**config.mk**
```make
export PLATFORM = sky130hd
export DESIGN_NAME = xirq_cond
export DESIGN_NICKNAME = d
export VERILOG_FILES = /design/src/rtl/xirq_pkg.sv /design/src/rtl/xirq_sync.sv /design/src/rtl/xirq_cell.sv /design/src/rtl/xirq_regs.sv /design/src/rtl/xirq_cond.sv
export SDC_FILE = /design/constraint.sdc
export NUM_CORES = 1
export LEC_CHECK = 0
export BUFFER_PORTS_ARGS = -buffer_cell sky130_fd_sc_hd__buf_4
export CORE_MARGIN = 4
export CORE_UTILIZATION = 55
export DETAILED_ROUTE_END_ITERATION = 6
export GPL_TIMING_DRIVEN = 0
export PLACE_DENSITY = 0.85
export SLEW_MARGIN = 20
export SYNTH_ARGS = -nofsm -noshare
export SYNTH_HDL_FRONTEND = slang
export SYNTH_SLANG_ARGS = --single-unit
```
**constraint.sdc**
```tcl
create_clock -name clk -period 4.2 [get_ports clk]
set_clock_uncertainty 0.15 [all_clocks]
set_input_delay 0.63 -clock clk [delete_from_list [all_inputs] [get_ports clk]]
set_output_delay 0.63 -clock clk [all_outputs]
set_load 0.01 [all_outputs]
```
**src/rtl/xirq_pkg.sv**
```systemverilog
package xirq_pkg;

   localparam int unsigned TRIG_W = 4;

   typedef enum logic [TRIG_W-1:0] {
      TRIG_OFF  = 4'd0,
      TRIG_RISE = 4'd1,
      TRIG_FALL = 4'd2,
      TRIG_BOTH = 4'd3,
      TRIG_HIGH = 4'd5,
      TRIG_LOW  = 4'd6
   } trig_e;

   typedef struct packed {
      logic on_rise;
      logic on_fall;
      logic lvl_high;
      logic lvl_low;
   } trig_sel_t;

   localparam logic [3:0] OFF_TRIG  = 4'h0;
   localparam logic [3:0] OFF_LEVEL = 4'h4;
   localparam logic [3:0] OFF_PEND  = 4'h8;
   localparam logic [3:0] OFF_ENA   = 4'hC;

   function automatic trig_sel_t trig_decode(input logic [TRIG_W-1:0] code);
      trig_sel_t s;
      s = '0;
      case (code)
         TRIG_RISE: s.on_rise = 1'b1;
         TRIG_FALL: s.on_fall = 1'b1;
         TRIG_BOTH: begin
            s.on_rise = 1'b1;
            s.on_fall = 1'b1;
         end
         TRIG_HIGH: s.lvl_high = 1'b1;
         TRIG_LOW:  s.lvl_low  = 1'b1;
         default:   s = '0;
      endcase
      return s;
   endfunction

endpackage

```
**src/rtl/xirq_sync.sv**
```systemverilog
module xirq_sync #(
   parameter int unsigned WIDTH  = 6,
   parameter int unsigned STAGES = 2
) (
   input  logic             clk,
   input  logic             rst_n,
   input  logic [WIDTH-1:0] din,
   output logic [WIDTH-1:0] dout
);

   logic [WIDTH-1:0] stage_q [STAGES];

   always_ff @(posedge clk or negedge rst_n) begin
      if (!rst_n) stage_q[0] <= '0;
      else        stage_q[0] <= din;
   end

   for (genvar k = 1; k < STAGES; k++) begin : g_stage
      always_ff @(posedge clk or negedge rst_n) begin
         if (!rst_n) stage_q[k] <= '0;
         else        stage_q[k] <= stage_q[k-1];
      end
   end

   assign dout = stage_q[STAGES-1];

endmodule

```
**src/rtl/xirq_cell.sv**
```systemverilog
module xirq_cell
   import xirq_pkg::*;
(
   input  logic              clk,
   input  logic              rst_n,
   input  logic [TRIG_W-1:0] trig,
   input  logic              smp,
   input  logic              sw_clr,
   output logic              pend
);

   logic      prev_q;
   logic      pend_q;
   trig_sel_t sel;
   logic      hit;
   logic      is_level;
   logic      level_val;

   assign sel       = trig_decode(trig);
   assign hit       = (sel.on_rise & smp & ~prev_q) | (sel.on_fall & ~smp & prev_q);
   assign is_level  = sel.lvl_high | sel.lvl_low;
   assign level_val = sel.lvl_high ? smp : ~smp;

   always_ff @(posedge clk or negedge rst_n) begin
      if (!rst_n) begin
         prev_q <= 1'b0;
         pend_q <= 1'b0;
      end else begin
         prev_q <= smp;
         if (is_level)    pend_q <= level_val;
         else if (hit)    pend_q <= 1'b1;
         else if (sw_clr) pend_q <= 1'b0;
      end
   end

   assign pend = pend_q;

endmodule

```
**src/rtl/xirq_regs.sv**
```systemverilog
module xirq_regs
   import xirq_pkg::*;
#(
   parameter int unsigned NUM_PINS = 6,
   parameter int unsigned DATA_W   = 32,
   parameter int unsigned ADDR_W   = 4
) (
   input  logic                       clk,
   input  logic                       rst_n,
   input  logic                       bus_wr,
   input  logic [ADDR_W-1:0]          bus_addr,
   input  logic [DATA_W-1:0]          bus_wdata,
   input  logic [NUM_PINS-1:0]        pin_lvl,
   input  logic [NUM_PINS-1:0]        pend,
   output logic [NUM_PINS*TRIG_W-1:0] trig_q,
   output logic [NUM_PINS-1:0]        ena_q,
   output logic [NUM_PINS-1:0]        clr,
   output logic [DATA_W-1:0]          bus_rdata
);

   localparam int unsigned TRIG_BITS = NUM_PINS * TRIG_W;

   logic hit_trig, hit_level, hit_pend, hit_ena;
   logic unused_wdata;

   assign hit_trig  = (bus_addr == ADDR_W'(OFF_TRIG));
   assign hit_level = (bus_addr == ADDR_W'(OFF_LEVEL));
   assign hit_pend  = (bus_addr == ADDR_W'(OFF_PEND));
   assign hit_ena   = (bus_addr == ADDR_W'(OFF_ENA));

   assign unused_wdata = ^bus_wdata;

   always_ff @(posedge clk or negedge rst_n) begin
      if (!rst_n) begin
         trig_q <= '0;
         ena_q  <= '0;
      end else if (bus_wr) begin
         if (hit_trig) trig_q <= bus_wdata[TRIG_BITS-1:0];
         if (hit_ena)  ena_q  <= bus_wdata[NUM_PINS-1:0];
      end
   end

   assign clr = (bus_wr && hit_pend) ? ~bus_wdata[NUM_PINS-1:0] : '0;

   always_comb begin
      bus_rdata = '0;
      if (hit_trig)  bus_rdata = DATA_W'(trig_q);
      if (hit_level) bus_rdata = DATA_W'(pin_lvl);
      if (hit_pend)  bus_rdata = DATA_W'(pend);
      if (hit_ena)   bus_rdata = DATA_W'(ena_q);
   end

endmodule

```
**src/rtl/xirq_cond.sv**
```systemverilog
module xirq_cond
   import xirq_pkg::*;
#(
   parameter int unsigned NUM_PINS    = 6,
   parameter int unsigned DATA_W      = 32,
   parameter int unsigned ADDR_W      = 4,
   parameter int unsigned SYNC_STAGES = 2
) (
   input  logic                clk,
   input  logic                rst_n,
   input  logic [NUM_PINS-1:0] pin_in,
   input  logic                bus_wr,
   input  logic [ADDR_W-1:0]   bus_addr,
   input  logic [DATA_W-1:0]   bus_wdata,
   output logic [DATA_W-1:0]   bus_rdata,
   output logic [NUM_PINS-1:0] irq_out
);

   localparam int unsigned TRIG_BITS = NUM_PINS * TRIG_W;

   if (NUM_PINS < 1 || TRIG_BITS > DATA_W) begin : g_bad_pins
      $error("xirq_cond: NUM_PINS trigger fields must fit in DATA_W");
   end
   if (SYNC_STAGES < 2) begin : g_bad_sync
      $error("xirq_cond: SYNC_STAGES must be at least 2");
   end
   if (ADDR_W < 4) begin : g_bad_addr
      $error("xirq_cond: ADDR_W must reach offset 0xC");
   end

   logic [NUM_PINS-1:0]  pin_sync;
   logic [NUM_PINS-1:0]  pend_q;
   logic [NUM_PINS-1:0]  ena_q;
   logic [NUM_PINS-1:0]  clr;
   logic [TRIG_BITS-1:0] trig_q;

   xirq_sync #(
      .WIDTH  (NUM_PINS),
      .STAGES (SYNC_STAGES)
   ) u_sync (
      .clk  (clk),
      .rst_n(rst_n),
      .din  (pin_in),
      .dout (pin_sync)
   );

   xirq_regs #(
      .NUM_PINS(NUM_PINS),
      .DATA_W  (DATA_W),
      .ADDR_W  (ADDR_W)
   ) u_regs (
      .clk      (clk),
      .rst_n    (rst_n),
      .bus_wr   (bus_wr),
      .bus_addr (bus_addr),
      .bus_wdata(bus_wdata),
      .pin_lvl  (pin_sync),
      .pend     (pend_q),
      .trig_q   (trig_q),
      .ena_q    (ena_q),
      .clr      (clr),
      .bus_rdata(bus_rdata)
   );

   for (genvar p = 0; p < NUM_PINS; p++) begin : g_pin
      xirq_cell u_cell (
         .clk   (clk),
         .rst_n (rst_n),
         .trig  (trig_q[p*TRIG_W +: TRIG_W]),
         .smp   (pin_sync[p]),
         .sw_clr(clr[p]),
         .pend  (pend_q[p])
      );
   end

   assign irq_out = pend_q & ena_q;

endmodule

```
# Word level (Yosys, flattened, before mapping)
# Index checks and enable logic that the tools add are counted.
dict set report word_totals {
  register_bits 54
  latchBits 0
  ramBits 0
  mem_bits_ro 0
  input_bits 45
  output_inout_bits 38
  elab_cells 174
  mem_count 0
}
dict set report op_classes {
  n_addsub 0
  n_mul 0
  n_div 0
  order_cmp 0
  n_eq_ne 33
  shifts 0
  muxes 53
  bitwise 50
  reduce_logical 22
}
# cell n
set ops {}
lappend ops {{24-bit two-way mux} 4}
lappend ops {{4-bit by 3-bit equality test with 1-bit output (second input constant)} 13}
lappend ops {{4-bit by 2-bit equality test with 1-bit output (second input constant)} 12}
lappend ops {{1-bit two-way mux} 48}
lappend ops {{1-bit AND} 24}
lappend ops {{4-bit by 1-bit equality test with 1-bit output (second input constant)} 6}
lappend ops {{2-bit OR reduction} 12}
lappend ops {{3-bit nonzero test} 6}
lappend ops {{1-bit inverter} 12}
lappend ops {{1-bit bitwise OR} 12}
lappend ops {{4-bit equality test (second input constant)} 2}
lappend ops {{6-bit AND} 1}
lappend ops {{6-bit two-way mux} 1}
lappend ops {{6-bit inverter} 1}
lappend ops {{4-bit logical NOT} 1}
lappend ops {{2-bit AND reduction} 2}
lappend ops {{1-bit logical AND} 1}

# Longest topological paths before layout
# Gate-level depths: netlist of the first run.
dict set report logic_depth {
  depth_word 8
  mapped_depth 5
  ltp_nobuf 4
}

# By module
# Synthesis of the first run repeated with hierarchy kept, for this count alone.
dict set report unflattened {
  hier_cells 235
  area_unflattened_um2 2785.2
}
# module instances cells_each area_per_inst_um2 seq_area_each_um2
set modules_own_cells {}
lappend modules_own_cells {xirq_regs 1 115 1629.1 750.7}
lappend modules_own_cells {xirq_cell 6 16 128.9 50.0}
lappend modules_own_cells {xirq_sync 1 18 345.3 300.3}
lappend modules_own_cells {xirq_cond 1 6 37.5 0.0}

# Worst setup path after synthesis of the first run
# Ideal clock, no wire load.
dict set report synth_timing {
  path_type {input -> output}
  from {input port bus_addr[1]}
  to {output port bus_rdata[13]}
  t_arrival_ns 1.568
  required_time_ns 3.420
  slack_ns 1.852
  stages 4
  path_buffers 1
  path_cell_list {or2_4 -> nor3_4 -> clkbuf_1 -> and2_1}
}
dict set report synth_between {
  elab_chain_cells 5
  elab_cells_between_ends 8
  classes_between {eq/ne: 3; mux: 4; reduce/logical: 1}
}
# item line
set synth_rtl {}
lappend synth_rtl {{start: declaration} xirq_cond.sv:13} ;# input logic [ADDR_W-1:0] bus_addr,
lappend synth_rtl {{4-bit logical NOT} xirq_regs.sv:26} ;# assign hit_trig = (bus_addr == ADDR_W'(OFF_TRIG));
lappend synth_rtl {{24-bit two-way mux} xirq_regs.sv:47} ;# if (hit_trig) bus_rdata = DATA_W'(trig_q);
lappend synth_rtl {{24-bit two-way mux} xirq_regs.sv:48} ;# if (hit_level) bus_rdata = DATA_W'(pin_lvl);
lappend synth_rtl {{24-bit two-way mux} xirq_regs.sv:49} ;# if (hit_pend) bus_rdata = DATA_W'(pend);
lappend synth_rtl {{24-bit two-way mux *} xirq_regs.sv:50} ;# if (hit_ena) bus_rdata = DATA_W'(ena_q);
lappend synth_rtl {{end: declaration} xirq_cond.sv:15} ;# output logic [DATA_W-1:0] bus_rdata,
# Mark *: on every way between the ends. The rest lies on a longest branch, timed or not.

# Worst setup path after layout of the first run
# Same ends and word-level chain as after synthesis.

==> results of run 1 <==
==> state kept, by name, indices dropped and copies added (netlist names) <==
signal	count
u_sync.stage_q	6
u_regs.trig_q	24
u_sync.dout	6
g_pin.u_cell.pend	6
u_regs.ena_q	6
g_pin.u_cell.prev_q	6
==> routing by layer <==
metal / part of all wire [%] / routed length, um
met1: 43 / 2230
met2: 52 / 2700
met3: 4.6 / 242
met4: 1.1 / 59
met5: 0 / 0
==> stage by stage <==
step / setup slack [ns] / total power, mW / std cells / hold slack, ns
2_1_floorplan: 1.85 / 0.959 / 207 / 0.181
3_3_place_gp: 1.34 / 1.08 / 323 / 0.183
3_5_place_dp: 1.32 / 1.10 / 323 / 0.186
4_1_cts: 1.31 / 1.39 / 331 / 0.206
5_1_grt: 1.20 / 1.46 / 331 / 0.224
6_report: 1.33 / 1.38 / 331 / 0.196
==> final timing paths <==
kind / start / endpoint / slack (ns) / cells after the start
setup / recovery: bus_addr[1] / bus_rdata[13] / 1.33 / 6
hold / removal: rst_n / u_regs.trig_q[16]$_DFFE_PN0P_ / 0.20 / 1
setup reg to reg: u_regs.trig_q[4]$_DFFE_PN0P_ / g_pin[1].u_cell.pend$_DFFE_PN0P_ / 2.92 / 4
hold reg to reg: u_sync.stage_q[6]$_DFF_PN0_ / u_sync.dout[0]$_DFF_PN0_ / 0.20 / 0
max in group asynchronous: rst_n / u_regs.trig_q[14]$_DFFE_PN0P_ / 3.25 / 1
min in group clk: u_sync.stage_q[6]$_DFF_PN0_ / u_sync.dout[0]$_DFF_PN0_ / 0.20 / 0
==> cells in the final DEF (no fill, tap or decap), drive strengths merged <==
cell type / n
dfrtp: 54
clkinvlp: 1
and2: 24
mux2: 30
conb: 8
and4bb: 1
mux4: 6
nand3b: 11
or2: 1
xor2: 6
o21ai: 16
o211ai: 6
a41oi: 1
nor3: 1
nand2: 8
clkbuf: 7
buf: 76
nor2b: 6
a21oi: 1
o221ai: 5
clkinv: 1
nand2b: 9
==> synth_stat cells (2+ instances only) <==
cell	number
and2_1	24
buf_2	2
buf_4	8
buf_6	2
dfrtp_1	54
mux2_2	10
mux2_4	20
mux4_2	6
nand2_1	7
nand2b_1	9
nand3b_1	11
nor2b_1	6
o211ai_1	6
o21ai_0	16
o221ai_1	5
xor2_1	6
==> cell type report <==
cell class | instances | area (um2) | share of cell area [%]
Multi-Input combinational cell | 140 | 1210 | 36.8
Timing Repair Buffer | 64 | 480 | 14.5
Tap cell | 52 | 65.1 | 1.97
Buffer | 13 | 96.3 | 2.92
Clock buffer | 6 | 82.6 | 2.50
Clock inverter | 2 | 12.5 | 0.379
Sequential cell | 54 | 1350 | 40.9
==> where the power goes <==
| part | leakage (nW) | switching, mW | internal [mW] | total, mW |
|---|---|---|---|---|
| logic | 0.902 | 0.124 | 0.237 | 0.361 |
| registers | 0.642 | 0.105 | 0.622 | 0.727 |
| clock network | 0.0472 | 0.156 | 0.133 | 0.289 |
| total | 1.59 | 0.385 | 0.992 | 1.38 |
==> cells by family (layout without fill, tap and decap cells) <==
group	Yosys count	after routing	share of synthesized area [%]
and+or+nand+nor	61	61	15.2
DFF	54	54	51.3
muxes	36	36	20.8
AOI/OAI and AO/OA	29	29	6.93
buffers and inverters	13	85	3.65
xor gates and xnor gates	6	6	1.99
other	1	8	0.142
==> worst max-delay path, stage by stage <==
cell,delay [ns]
buf_4,0.11
or2_4,0.30
nor3_4,0.41
clkbuf_1,0.32
and2_1,0.19
buf_4,0.12
==> out/results.ini, run 1 <==
[yosys]
yosys_warnings = 0
synth.distinct_cells = 24
synth_top_area_cell = dfrtp_1
synth_top_cell_area_share_pct = 51.3
syn_area_mm2 = 0.00264
ys_ff_latch = 54
synth-seq-area-share_pct = 51.3
synthCells = 200
dominantRegCellSynth = dfrtp_1
avgSynthCellArea_um2 = 13.2
synth_edf_count = 0
synthArstFlopShare_pct = 100
synthTopCellsByArea = dfrtp_1 (51%), mux2_4 (11%), and2_1 (5.7%)

[clock_network]
post_cts_resized = 0
cts_sinks = 54
postCtsHoldBufs = 0
cts_tree = built
root_buffer = clkbuf_8
postCtsSetupBuffers = 0
cts_made_buffers = 5
clockBufferDepth = 2
htreeDepth = 2
clk_latency_ns = 0.30
cts.clk_slew.worst_paths_ns = 0.09

[sta]
setup_violations = 0
min_period_ns = 2.87
final_hold_viol_count = 0
setup_tns_ns = 0
max_freq_mhz = 349
tightest_slew_ns = 0.662
grt_setup_unrepaired = no
slew_headroom_pct = 55.8
slew_viol_final = 0
finalCritPeriodShare_pct = 68.3

[floorplan]
num_rows = 24
die-height_um = 77.2
core_mm2 = 0.00450
die_area_mm2 = 0.00597
start_util_pct = 58.5
io_pins = 83
die_x_um = 77.2

[final_layout]
syn2layout_area_growth_pct = 25.3
final_cell_area_mm2 = 0.00330
finish.utilization_pct = 73.3
nNetsFinal = 323
diodes = 0
layout-drive-gt1-share_pct = 44.4
nFillCells = 327

[placement]
dp_hpwl_um = 3910
portBuffers = 64
gp_congestion = 0.777
dpl_cell_area_mm2 = 0.00321

[global_route]
use_met2_pct = 31.9
grt_pass1_wl_um = 8610
use_met1_pct = 23.2
gr-usage-all-layers_pct = 18.4
grt_pass1_vias = 1773
antenna_found_initial = 0
grt_start_max_net_pins = 55
grt.overflow.total = 0
grt_util_met3_pct = 3.98
grt-busiest-layer = met2

[flow_run]
drv_cap = 0

[critical_path]
setup.worst_path.class = in -> out
end_kind = primary output
cp_max_fo = 10
arrival_ns = 2.09
required_ns = 3.42
cp-start-kind = primary input

[power]
p_leak_nw = 1.59
peakVddDrop_v = 0.000257
p_per_area_mw_per_mm2 = 417

[routing]
via_per_inst = 5.34
wire_per_inst_um = 15.8
num_vias = 1766
drc = 0
wirelength_um = 5230
drt_iter0_drc = 63
drt-pass1-iter-count = 4
postRouteAntennaNets = 0

[hold_path]
hold_path_class = in -> async

[outcome]
status = finished, final reports clean

No activity file was read; power rests on OpenSTA's default activity.
==> run 2: changes to the inputs <==
--- a/config.mk
+++ b/config.mk
@@ -5,12 +5,13 @@
 export SDC_FILE = /design/constraint.sdc
 export NUM_CORES = 1
 export LEC_CHECK = 0
+export ABC_AREA = 1
 export BUFFER_PORTS_ARGS = -buffer_cell sky130_fd_sc_hd__buf_4
 export CORE_MARGIN = 4
-export CORE_UTILIZATION = 55
+export CORE_UTILIZATION = 47
 export DETAILED_ROUTE_END_ITERATION = 6
 export GPL_TIMING_DRIVEN = 0
-export PLACE_DENSITY = 0.85
+export PLACE_DENSITY = 0.76
 export SLEW_MARGIN = 20
 export SYNTH_ARGS = -nofsm -noshare
 export SYNTH_HDL_FRONTEND = slang
==> constraint.sdc (replaced) <==
create_clock -name clk -period 2.3 [get_ports clk]
set_clock_uncertainty 0.15 [all_clocks]
set_input_delay 0.345 -clock clk [delete_from_list [all_inputs] [get_ports clk]]
set_output_delay 0.345 -clock clk [all_outputs]
set_load 0.01 [all_outputs]
==> run 2 against run 1 <==
Effect of this change:
- combinational power grew 98%
- core utilization down 11 points
- sequential share of layout area down 3.9 points
- sequential power grew 79%
- global-route usage is 2.0 points higher
- largest cell class unchanged
- first-iteration DRC count grew to 3.8 times the previous value
==> out/results.ini, run 2 <==
[outcome]
status = finished, final reports clean

[routing]
drc = 0  ; unchanged
via_per_inst = 5.00  ; -6.2%
wirelength_um = 6850  ; +31%
num_vias = 2611  ; +48%
postRouteAntennaNets = 0  ; unchanged
drt_iter0_drc = 240  ; +280%
wire_per_inst_um = 13.1  ; -17%
drt-pass1-iter-count = 7  ; +3

[sta]
setup_tns_ns = 0  ; unchanged
tightest_slew_ns = 0.672  ; +0.00915 ns
setup_violations = 0  ; unchanged
max_freq_mhz = 493
final_hold_viol_count = 0  ; unchanged
slew_viol_final = 0  ; unchanged
grt_setup_unrepaired = no
min_period_ns = 2.03
slew_headroom_pct = 55.2  ; -0.61 points
finalCritPeriodShare_pct = 88.1

[final_layout]
top_register = u_regs.trig_q
mostFrequentLayoutCells = nand2_1 (96), buf_4 (74), dfrtp_1 (54)
largest_register_ffs = 24  ; unchanged
layout-drive-gt1-share_pct = 27.5  ; -17 points
layout_commonest_cell = nand2_1
nNetsFinal = 491  ; +52%
nFillCells = 584  ; +79%
diodes = 0  ; unchanged
syn2layout_area_growth_pct = 28.7
final_cells = 522  ; +58%

[yosys]
synth_top_cell_area_share_pct = 47.6  ; -3.6 points
avgSynthCellArea_um2 = 7.88  ; -40%
synthArstFlopShare_pct = 100  ; unchanged
ys_ff_latch = 54  ; unchanged
yosysMostFrequentCell = nand2_1
dominantRegCellSynth = dfrtp_1
synth.distinct_cells = 23  ; -4.2%
synth_common_cells = nand2_1 (96), dfrtp_1 (54), inv_1 (50), nand3_1 (42), nor2_1 (35)
synthTopCellsByArea = dfrtp_1 (48%), nand2_1 (13%), nand3_1 (7.4%)
synth_edf_count = 0  ; unchanged
synthCells = 360  ; +80%
synth-seq-area-share_pct = 47.6  ; -3.6 points
yosys_warnings = 0  ; unchanged
syn_area_mm2 = 0.00284  ; +7.6%
synth_top_area_cell = dfrtp_1

[critical_path]
end_kind = primary output
cp-start-kind = primary input
reg2reg_slack_ns = 1.18  ; -1.74 ns
required_ns = 1.80  ; -1.62 ns
arrival_ns = 1.53  ; -0.56 ns
cp_max_fo = 10  ; unchanged
setup.worst_path.class = in -> out

[floorplan]
die_x_um = 85.7  ; +11%
io_pins = 83  ; unchanged
die-height_um = 85.7  ; +11%
start_util_pct = 48.2  ; -10 points
core_mm2 = 0.00589  ; +31%
die_area_mm2 = 0.00734  ; +23%
num_rows = 28  ; +17%

[clock_network]
htreeDepth = 2  ; unchanged
root_buffer = clkbuf_8
clockBufferDepth = 2  ; unchanged
cts.clk_slew.worst_paths_ns = 0.09  ; about the same
cts_sinks = 54  ; unchanged
cts_tree = built
cts_made_buffers = 5  ; unchanged
clk_latency_ns = 0.31  ; about the same

[power]
switching_share_pct = 31.8  ; +3.8 points
switchingPower_mw = 0.879  ; +130%
clkPwrFrac_pct = 27.2  ; +6.2 points
p_seq_share_pct = 47.0  ; -5.8 points
internal-power_mw = 1.89  ; +90%
peakVddDrop_v = 0.000409  ; +59%
p_leak_nw = 1.97  ; +24%
p_per_area_mw_per_mm2 = 757  ; +82%
p_comb_share_pct = 25.8  ; -0.4 points

[placement]
place_inst = 507  ; +57%
portBuffers = 65  ; +1.6%
dp_hpwl_um = 5190  ; +33%
gp_congestion = 0.899  ; +16%

[global_route]
gr-usage-all-layers_pct = 20.4  ; +2.0 points
grt_pass1_wl_um = 12000  ; +39%
grt.overflow.total = 0  ; unchanged
grt_pass1_vias = 2616  ; +48%
grt_start_max_net_pins = 55  ; unchanged
antenna_found_initial = 0  ; unchanged

[flow_run]
drv_cap = 0  ; unchanged

[hold_path]
hold_path_class = in -> reg

run 2: cell types whose count changed in the layout (fill, tap and decap cells not counted), moves of 7 or more:
cell	previous run	this run
inv_1	0	50
nand3b_1	11	0
dlygate4sd3_1	0	7
nor2_1	0	35
and2_1	24	0
nand4_1	0	18
nand2_2	0	10
nand2_1	7	96
nand2b_1	9	0
mux2_4	20	0
mux2_2	10	0
o21ai_0	16	8
nand3_1	0	42
o21ai_2	0	16
run 2: final timing paths:
check,cells past startpoint,to,startpoint
max,6,bus_rdata[2],bus_addr[1]
min,3,u_regs.trig_q[12]$_DFFE_PN0P_,bus_wdata[12]
max reg2reg,6,g_pin[3].u_cell.pend$_DFFE_PN0P_,u_regs.trig_q[14]$_DFFE_PN0P_
min reg2reg,0,u_sync.dout[2]$_DFF_PN0_,u_sync.stage_q[8]$_DFF_PN0_
max in group asynchronous,2,u_sync.dout[5]$_DFF_PN0_,rst_n
min in group asynchronous,2,u_sync.dout[3]$_DFF_PN0_,rst_n
run 2: worst max-delay path, cell delays in order:
cell and delay, ns:
buf_4 0.13, nor2_2 0.20, buf_1 0.41, nand3_1 0.16
nand4_1 0.14, buf_4 0.13
run 2: cell families (layout without fill, tap and decap cells):
| family | after synthesis | after routing | synth area share [%] |
|---|---|---|---|
| compound gates | 28 | 28 | 7.05 |
| buf+inv | 71 | 151 | 12.0 |
| flops | 54 | 54 | 47.6 |
| other cells | 1 | 8 | 0.132 |
| simple gates | 206 | 206 | 33.2 |
run 2: metrics by stage:
step	hold slack, ns	worst slack, ns	utilization (%)	total power, mW	area [um2]
final	0.0859	0.273	62.1	2.77	3650
after detailed placement	0.186	0.302	58.5	2.03	3450
after CTS	0.0792	0.294	62.1	2.79	3650
after global routing	0.0753	0.195	62.1	2.96	3650
after floorplan	-0.101	0.750	-	1.75	2860
after global placement	0.182	0.384	58.5	2.00	3450
run 2: cell type report:
class	instances	area, um2	area share, %
Tap cell	75	93.8	2.57
Inverter	51	191	5.24
Sequential cell	54	1350	37.0
Multi-Input combinational cell	242	1170	32.1
Buffer	20	149	4.08
Clock buffer	5	68.8	1.88
Timing Repair Buffer	72	558	15.3
Clock inverter	3	68.8	1.88
run 2: power groups by stage:
stage / logic, mW / clock network (mW) / registers, mW
after floorplan: 0.476 / 0 / 1.27
after global placement: 0.683 / 0 / 1.31
final: 0.714 / 0.754 / 1.30
after detailed placement: 0.710 / 0 / 1.32
after CTS: 0.723 / 0.767 / 1.30
after global routing: 0.821 / 0.808 / 1.33
run 2: timing repair:
| action | 4_1_cts | 5_1_grt |
|---|---|---|
| setup buffers | 0 | 0 |
| hold endpoints to repair | 60 | 0 |
| gates resized for setup | 0 | 0 |
| hold buffers | 7 | 0 |
run 2: layer usage:
metal	share of wire [%]	up-vias	GRT usage [%]	routed length [um]
met3	8.7	10	4.23	597
met2	51	97	34.0	3470
met1	39	1201	26.8	2700
met4	1.2	0	6.04	85
li1	-	1303	-	-
met5	0	-	0	0
==> run 3: changes to the inputs <==
--- a/config.mk
+++ b/config.mk
@@ -12,6 +12,7 @@
 export DETAILED_ROUTE_END_ITERATION = 6
 export GPL_TIMING_DRIVEN = 0
 export PLACE_DENSITY = 0.76
+export RECOVER_POWER = 100
 export SLEW_MARGIN = 20
 export SYNTH_ARGS = -nofsm -noshare
 export SYNTH_HDL_FRONTEND = slang
==> run 3 against run 2 <==
Effect of this change:
- core utilization decreased by 3.4 points
- sequential power about the same
- wire length increased by 0.23%
- maximum frequency decreased by 2.3%
- largest power group unchanged
- highest routed layer unchanged
==> out/results.ini, run 3 (synthesis gave the netlist of run 2 again) <==
[floorplan]
core_mm2 = 0.00589  ; unchanged
io_pins = 83  ; unchanged
start_util_pct = 48.2  ; unchanged
num_rows = 28  ; unchanged
die_x_um = 85.7  ; unchanged
die_area_mm2 = 0.00734  ; unchanged
die-height_um = 85.7  ; unchanged

[sta]
min_period_ns = 2.08  ; +0.0487 ns
grt_setup_unrepaired = no
finalCritPeriodShare_pct = 90.2  ; +2.1 points
final_hold_viol_count = 0  ; unchanged
slew_headroom_pct = 12.8  ; -42 points
tightest_slew_ns = 1.31  ; +0.637 ns
slew_viol_final = 0  ; unchanged
setup_tns_ns = 0  ; unchanged
max_freq_mhz = 482  ; -2.3%
setup_violations = 0  ; unchanged

[clock_network]
cts_sinks = 54  ; unchanged
postCtsHoldBufs = 7  ; unchanged
root_buffer = clkbuf_8
clockBufferDepth = 2  ; unchanged
cts.clk_slew.worst_paths_ns = 0.10  ; about the same
postCtsSetupBuffers = 0  ; unchanged
cts_tree = built
cts_made_buffers = 5  ; unchanged
htreeDepth = 2  ; unchanged
post_cts_resized = 0  ; unchanged
clk_latency_ns = 0.31  ; about the same

[power]
peakVddDrop_v = 0.000400  ; -2.1%
total_power_mw = 2.71  ; -2.2%
p_leak_nw = 1.80  ; -8.5%
p_per_area_mw_per_mm2 = 784  ; +3.5%

[critical_path]
required_ns = 2.38  ; +0.58 ns
arrival_ns = 2.16  ; +0.63 ns
cp_slowest_cell = clkbuf_1
cp_max_fo = 10  ; unchanged
setup.worst_path.class = in -> reg
end_kind = register
reg2reg_slack_ns = 1.19  ; about the same
crit_chain = clkbuf_1 -> nor2_2 -> nand2_1 -> nor2_1 -> clkbuf_1 -> clkbuf_2 -> nand2_1 -> o21ai_0
r2r_end = g_pin[2].u_cell.pend$_DFFE_PN0P_
r2r_start = u_regs.trig_q[10]$_DFFE_PN0P_
cpPeakStageDelay_ns = 0.48  ; +0.07 ns
r2r_cells = 6  ; unchanged
cp-start-kind = primary input

[outcome]
status = finished, final reports clean

[final_layout]
layout_commonest_cell = nand2_1
largest_register_ffs = 24  ; unchanged
top_register = u_regs.trig_q
mostFrequentLayoutCells = nand2_1 (106), dfrtp_1 (54), inv_1 (50)
nNetsFinal = 491  ; unchanged
final_cells = 522  ; unchanged
diodes = 0  ; unchanged
layout-drive-gt1-share_pct = 16.1  ; -11 points
syn2layout_area_growth_pct = 21.7

[routing]
num_vias = 2598  ; -0.50%
via_per_inst = 4.98  ; -0.50%
wirelength_um = 6870  ; +0.23%
wire_per_inst_um = 13.2  ; +0.23%
postRouteAntennaNets = 0  ; unchanged
drc = 0  ; unchanged
drt_iter0_drc = 228  ; -5.0%
drt-pass1-iter-count = 4  ; -3

[placement]
dp_hpwl_um = 5190  ; unchanged
place_inst = 507  ; unchanged
gp_congestion = 0.899  ; unchanged
portBuffers = 65  ; unchanged

[global_route]
grt_pass1_vias = 2616  ; unchanged
gr-usage-all-layers_pct = 20.4  ; unchanged
grt.overflow.total = 0  ; unchanged
antenna_found_initial = 0  ; unchanged
grt_pass1_wl_um = 12000  ; unchanged
grt_start_max_net_pins = 55  ; unchanged

[hold_path]
hp-start = bus_wdata[21]
hold_end = u_regs.trig_q[21]$_DFFE_PN0P_
hold_depth = 3  ; unchanged
hold_path_class = in -> reg

[flow_run]
drv_cap = 0  ; unchanged

[run 3: layout make-up]
cell class,instances,area (um2)
Clock buffer,5,68.8
Multi-Input combinational cell,242,1100
Inverter,51,191
Timing Repair Buffer,72,447
Clock inverter,3,68.8
Buffer,20,131
Fill cell,613,2430
Tap cell,75,93.8
Sequential cell,54,1350
[run 3: worst max-delay path: cells and delay by family]
| kind | cells | cell delay [ns] |
|---|---|---|
| AOI/OAI and AO/OA | 1 | 0.08 |
| buffers and inverters | 3 | 0.93 |
| and+or+nand+nor | 4 | 0.82 |
[run 3: worst max-delay path by stage]
| stage | from | end | slack [ns] |
|---|---|---|---|
| 2_1_floorplan | bus_addr[1] | bus_rdata[0] | 0.75 |
| 3_3_place_gp | bus_addr[1] | bus_rdata[5] | 0.38 |
| 3_5_place_dp | bus_addr[1] | bus_rdata[2] | 0.30 |
| 4_1_cts | bus_addr[1] | bus_rdata[2] | 0.29 |
| 5_1_grt | bus_addr[1] | u_regs.trig_q[19]$_DFFE_PN0P_ | 0.10 |
| 6_report | bus_addr[1] | u_regs.trig_q[18]$_DFFE_PN0P_ | 0.22 |
[run 3: stage by stage]
stage | utilization [%] | hold slack, ns | instance area (um2) | setup WS, ns
4_1_cts | 62.1 | 0.0792 | 3650 | 0.294
5_1_grt | 58.7 | 0.0753 | 3450 | 0.101
2_1_floorplan | - | -0.101 | 2860 | 0.750
3_5_place_dp | 58.5 | 0.186 | 3450 | 0.302
3_3_place_gp | 58.5 | 0.182 | 3450 | 0.384
6_report | 58.7 | 0.0910 | 3450 | 0.224
[run 3: per-layer routing]
layer	global-route usage, %	wire length (um)	up-vias	share of wire, %
met5	0	0	-	0
met3	4.23	568	10	8.3
met4	6.04	87	0	1.3
li1	-	-	1293	-
met2	34.0	3490	103	51
met1	26.8	2720	1192	40
[run 3: power by group]
part	internal [mW]	switching (mW)
clock	0.436	0.317
combinational	0.262	0.392
sequential	1.14	0.159
total	1.84	0.868
